File: src/rtl/ddr4_init_seq.sv
module ddr4_init_seq #(
  parameter int AW = 14,
  parameter int CW = 16
) (
  input  logic            clk,
  input  logic            rst_n,
  input  logic            start,
  input  logic [CW-1:0]   t_pw_reset,
  input  logic [CW-1:0]   t_cke_lead,
  input  logic [CW-1:0]   t_rst_cke,
  input  logic [CW-1:0]   t_xpr,
  input  logic [CW-1:0]   t_mrd,
  input  logic [CW-1:0]   t_mrd_ext,
  input  logic [CW-1:0]   t_mod,
  input  logic [CW-1:0]   t_mod_ext,
  input  logic [CW-1:0]   t_odt_lead,
  input  logic [CW-1:0]   t_zqinit,
  input  logic [7*AW-1:0] mr_data,
  input  logic            odt_req,
  output logic            dram_reset_n,
  output logic            cke,
  output logic            odt,
  output logic [1:0]      cmd,
  output logic [AW-1:0]   addr,
  output logic [1:0]      bg,
  output logic [1:0]      ba,
  output logic            done
);

  typedef enum logic [2:0] {S_RST, S_CKEW, S_XPR, S_MRS, S_GAP, S_ZQ, S_ZQW, S_DONE} st_t;

  localparam logic [1:0] C_DES = 2'd0;
  localparam logic [1:0] C_MRS = 2'd1;
  localparam logic [1:0] C_ZQL = 2'd2;

  st_t          state;
  logic [CW-1:0] cnt;
  logic [CW-1:0] odt_cnt;
  logic [2:0]    idx;
  logic [CW:0]   lim;
  logic [CW:0]   sp_base;
  logic [CW:0]   sp;
  logic          ext;

  function automatic logic [2:0] mr_of(input logic [2:0] i);
    case (i)
      3'd0: return 3'd3;
      3'd1: return 3'd6;
      3'd2: return 3'd5;
      3'd3: return 3'd4;
      3'd4: return 3'd2;
      3'd5: return 3'd1;
      default: return 3'd0;
    endcase
  endfunction

  function automatic logic [CW-1:0] dec1(input logic [CW-1:0] x);
    return (x == '0) ? '0 : x - 1'b1;
  endfunction

  wire [2:0]    cur_mr   = mr_of(idx);
  wire [AW-1:0] cur_val  = mr_data[cur_mr*AW +: AW];
  wire          last     = (idx == 3'd6);
  wire          next_mr1 = (mr_of(idx + 3'd1) == 3'd1);
  wire [CW-1:0] rst_len  = (t_pw_reset > t_cke_lead) ? t_pw_reset : t_cke_lead;
  wire [CW:0]   lead_sp  = {1'b0, t_odt_lead} + 1'b1;

  always_comb begin
    case (cur_mr)
      3'd3:    ext = |cur_val[4:3];
      3'd6:    ext = |cur_val[7:0];
      3'd5:    ext = |cur_val[2:0];
      3'd4:    ext = |cur_val[8:6];
      default: ext = 1'b0;
    endcase
    if (last)     sp_base = {1'b0, cur_val[8] ? t_mod_ext : t_mod};
    else          sp_base = {1'b0, ext ? t_mrd_ext : t_mrd};
    sp = (next_mr1 && lead_sp > sp_base) ? lead_sp : sp_base;
  end

  always_comb begin
    case (state)
      S_RST:   lim = {1'b0, dec1(rst_len)};
      S_CKEW:  lim = {1'b0, dec1(t_rst_cke)};
      S_XPR:   lim = {1'b0, dec1(t_xpr)};
      S_GAP:   lim = (sp < 2) ? '0 : sp - 2'd2;
      S_ZQW:   lim = (t_zqinit < 2) ? '0 : {1'b0, t_zqinit} - 2'd2;
      default: lim = '0;
    endcase
  end

  wire hit = ({1'b0, cnt} == lim);

  always_ff @(posedge clk or negedge rst_n) begin
    if (!rst_n) begin
      state   <= S_RST;
      cnt     <= '0;
      idx     <= '0;
      odt_cnt <= '0;
    end else if (start) begin
      state   <= S_RST;
      cnt     <= '0;
      idx     <= '0;
      odt_cnt <= '0;
    end else begin
      if (state == S_MRS && cur_mr == 3'd1) odt_cnt <= t_mod;
      else if (odt_cnt != '0)               odt_cnt <= odt_cnt - 1'b1;
      cnt <= hit ? '0 : cnt + 1'b1;
      if (hit) begin
        case (state)
          S_RST:  state <= S_CKEW;
          S_CKEW: state <= S_XPR;
          S_XPR:  state <= S_MRS;
          S_MRS:  state <= S_GAP;
          S_GAP:  begin
            if (last) state <= S_ZQ;
            else begin
              state <= S_MRS;
              idx   <= idx + 3'd1;
            end
          end
          S_ZQ:   state <= S_ZQW;
          S_ZQW:  state <= S_DONE;
          default: state <= state;
        endcase
      end
    end
  end

  wire odt_force = (state == S_GAP && next_mr1) || (state == S_MRS && cur_mr == 3'd1) || (odt_cnt != '0);

  assign dram_reset_n = (state != S_RST);
  assign cke          = !(state == S_RST || state == S_CKEW);
  assign odt          = odt_req & ~odt_force;
  assign done         = (state == S_DONE);
  assign cmd          = (state == S_MRS) ? C_MRS : (state == S_ZQ) ? C_ZQL : C_DES;

  always_comb begin
    addr = '0;
    bg   = 2'd0;
    ba   = 2'd0;
    if (state == S_MRS) begin
      addr = cur_val;
      bg   = {1'b0, cur_mr[2]};
      ba   = cur_mr[1:0];
    end else if (state == S_ZQ) begin
      addr[10] = 1'b1;
    end
  end

  AST_RST_CKE_LOW: assert property (@(posedge clk) disable iff (!rst_n)
    !dram_reset_n |-> !cke);
  AST_CKE_LOW_AT_RELEASE: assert property (@(posedge clk) disable iff (!rst_n)
    $rose(dram_reset_n) |-> !cke);
  AST_CMD_NEEDS_CKE: assert property (@(posedge clk) disable iff (!rst_n)
    cmd != C_DES |-> cke && dram_reset_n);
  AST_CMD_SPACED: assert property (@(posedge clk) disable iff (!rst_n)
    cmd != C_DES && !start |=> cmd == C_DES);
  AST_ODT_LOW_MR1: assert property (@(posedge clk) disable iff (!rst_n)
    cmd == C_MRS && ba == 2'd1 && bg == 2'd0 |-> !odt);
  AST_DONE_HOLD: assert property (@(posedge clk) disable iff (!rst_n)
    done && !start |=> done && cmd == C_DES);
  AST_RESTART: assert property (@(posedge clk) disable iff (!rst_n)
    start |=> !dram_reset_n && !cke && !done);

endmodule

File: config.mk
export PLATFORM = sky130hd
export DESIGN_NAME = ddr4_init_seq
export DESIGN_NICKNAME = d
export VERILOG_FILES = /design/src/rtl/ddr4_init_seq.sv
export SDC_FILE = /design/constraint.sdc
export NUM_CORES = 1
export LEC_CHECK = 0
export BUFFER_PORTS_ARGS = -buffer_cell sky130_fd_sc_hd__buf_2
export CORE_UTILIZATION = 25
export CTS_CLUSTER_SIZE = 20
export DETAILED_ROUTE_END_ITERATION = 6
export SYNTH_ARGS = -nofsm -noshare
export SYNTH_HDL_FRONTEND = slang
export SYNTH_SLANG_ARGS = --single-unit
File: constraint.sdc
create_clock -name clk -period 16 [get_ports clk]
set_input_delay 1.6 -clock clk [delete_from_list [all_inputs] [get_ports clk]]
set_output_delay 1.6 -clock clk [all_outputs]
set_load 0.02 [all_outputs]
==> impl_metrics.toml <==
[sta]
drv_slew = 0
min_period_ns = 10.46
max_freq_mhz = 95.6
period_share_pct = 65.4
slew_headroom_pct = 23.1
holdWs_ns = 0.563
hold_violations = 0
worst_clock_skew_ns = 0.00625
tightest_slew_ns = 1.12
setup_violations = 0
grt_setup_unrepaired = "false"
tns_ns = 0

[die]
die_x_um = 183
core_um2 = 32500
initial_core_util_pct = 25.3
num_rows = 66
pin_count = 286
chipHeight_um = 183
die_area_um2 = 33600

[synth]
synth_top_area_share_pct = 11.6
synth-seq-cells = 38
synth-compound-area-share_pct = 28.3
synthMuxAreaShare_pct = 5.60
synth_area_leader_cell = "dfrtp_1"
synth-xor-area-share_pct = 11.1
synthCells = 1156
synthAdderAreaFrac_pct = 7.16
yosysWarnings = 0
ys_seq_area_share_pct = 11.6
yosys.area_share.simple_pct = 29.6
yosysMostFrequentCell = "nor2_1"
synth_flop_cell = "dfrtp_1"
syn_avg_cell_area_um2 = 7.11
synth_area_um2 = 8220
async_reset_ff_share_pct = 100
syn_nets = 1465
synthTopCellsByCount = "nor2_1 (127), nand2_1 (97), nand3_1 (68)"
synth_top_family_by_area = "simple AND/OR/NAND/NOR gates"
synthDistinctLibCells = 91
synth-edff-count = 0
synthTopCellsByArea = "dfrtp_1 (12%), ha_1 (7.2%), xnor2_1 (7.0%)"

[grt]
grt_antenna_before_repair = 5
grt_max_degree = 39
grt-ovfl-total = 0
grtUsageTotal_pct = 20.1
first_global_vias = 9474
grt_pass1_wl_um = 52400

[placement]
portBuffers = 284
dpl.hpwl_um = 29900
place.gp.congestion = 0.967

[route]
num_vias = 10140
via_per_inst = 5.52
dr.pass1.iters = 5
drtIter0Drc = 703
wirelength_um = 35600
antenna_left = 0
avgRoutedWirePerCell_um = 19.4
drc = 0

[setup_path]
crit_arrival_ns = 10.59
cp-start-kind = "flip-flop"
cp_max_fo = 31
end_kind = "flip-flop"
cp.required_ns = 16.13
critPathSlowestCell = "dfrtp_1"
cp_slowest_stage_delay_ns = 0.92
critPathKind = "flip-flop to flip-flop"

[cts]
cts_tree = "yes"
cts.sinks = 38
cts_buffer_depth = 2
cts_root_buf = "clkbuf_16"
cts.clk_slew.worst_paths_ns = 0.06
cts_resized = 0
htree_num_levels = 2
holdBufCountCts = 0
cts_made_buffers = 5
post_cts_buffers = 0
clk_latency_ns = 0.28

[status]
outcome = "finished clean"

[min_path]
hp-class = "flip-flop to flip-flop"

[power]
power.switching_mw = 0.189
power_frac_comb_pct = 48.8
leakage_nw = 4.44
p_per_area_nw_per_um2 = 49.2
pwr-share-seq_pct = 24.4
p_int_mw = 0.312
vdd_ir_drop_max_mv = 0.0595
clkPwrFrac_pct = 26.9
switching_share_pct = 37.7

[run]
drv_cap = 0

[cells_and_area]
drive_above_1_share_pct = 25.0
areaGrowthSynthToFinish_pct = 24.0
fill_cells = 3558
finalNetCount = 1703
==> per-stage QoR <==
| stage | total power [mW] | util (%) | setup slack (ns) | instances | instance area (um^2) |
|---|---|---|---|---|---|
| floorplan | 0.275 | - | 7.38 | 1156 | 8220 |
| global route | 0.532 | 31.4 | 4.85 | 1838 | 10200 |
| detailed placement | 0.365 | 30.8 | 5.79 | 1829 | 9990 |
| global placement | 0.363 | 30.8 | 6.03 | 1829 | 9990 |
| CTS | 0.503 | 31.4 | 5.75 | 1837 | 10200 |
| finish | 0.501 | 31.4 | 5.54 | 1838 | 10200 |
==> cell usage in the layout (no fill, tap or decap), types with 13 or more instances in the layout <==
master	instances
buf_2	284
xor2_1	38
nand2_1	97
a21o_1	18
or3_1	20
o22ai_1	19
dfrtp_1	38
and3_1	15
or4_1	16
nor4_1	25
xnor2_1	66
o21ai_0	34
mux2_2	16
mux2i_1	28
a21oi_1	45
o31ai_1	20
nor2_1	127
ha_1	47
a221oi_1	13
nand4_1	14
nor3_1	37
nand3_1	68
inv_1	63
a211oi_1	25
==> power groups by stage <==
stage	Combinational (mW)	Sequential (mW)	Clock, mW
after floorplan	0.154	0.121	0
after global placement	0.240	0.123	0
after detailed placement	0.241	0.124	0
after CTS	0.243	0.122	0.138
after global routing	0.269	0.124	0.140
final	0.244	0.122	0.135
==> routing by layer <==
layer / track usage, % / wire (um)
met5: 0 / 34
met4: 9.90 / 1710
met3: 2.98 / 2600
met2: 35.3 / 16900
met1: 23.8 / 14400
==> final cells by class <==
class / instances / area [um^2] / area share (%)
Inverter: 64 / 240 / 2.36
Timing Repair Buffer: 294 / 1500 / 14.7
Multi-Input combinational cell: 991 / 6750 / 66.2
Antenna cell: 1 / 2.50 / 0.0246
Sequential cell: 38 / 951 / 9.33
Clock buffer: 6 / 139 / 1.36
Clock inverter: 2 / 60.1 / 0.589
Tap cell: 442 / 553 / 5.43
==> worst paths after layout <==
kind | startpoint | to | slack [ns] | depth (start not counted)
hold reg to reg | cnt[0]$_DFF_PN0_ | cnt[0]$_DFF_PN0_ | 0.56 | 1
hold / removal | cnt[0]$_DFF_PN0_ | cnt[0]$_DFF_PN0_ | 0.56 | 1
setup / recovery | idx[2]$_DFFE_PN0P_ | cnt[6]$_DFF_PN0_ | 5.54 | 27
setup reg to reg | idx[2]$_DFFE_PN0P_ | cnt[6]$_DFF_PN0_ | 5.54 | 27
min in group asynchronous | rst_n | odt_cnt[1]$_DFFE_PN0P_ | 1.47 | 1
max in group asynchronous | rst_n | cnt[5]$_DFF_PN0_ | 13.96 | 1
==> kinds of logic (layout without fill, tap and decap cells) <==
family	count (synthesis)	in the layout
compound gates	313	313
xor+xnor	104	104
fa+ha+maj	47	47
buf+inv	127	366
flops	38	38
mux	44	44
other cells	1	2
simple gates	482	482
==> worst max-delay path: cells and delay by family (launching register included) <==
kind                       cells  cell delay (ns)
AOI/OAI and AO/OA             12             4.11
xor gates and xnor gates       1             0.25
adders and majority gates      2             0.68
buffers and inverters          1             0.20
DFF                            1             0.92
muxes                          2             0.78
and+or+nand+nor                9             3.34
==> registers in the layout, summed over array words and instances, names as in the netlist <==
signal   count
cnt         16
odt_cnt     16
idx          3
state        3
(Power assumes the default switching activity.)
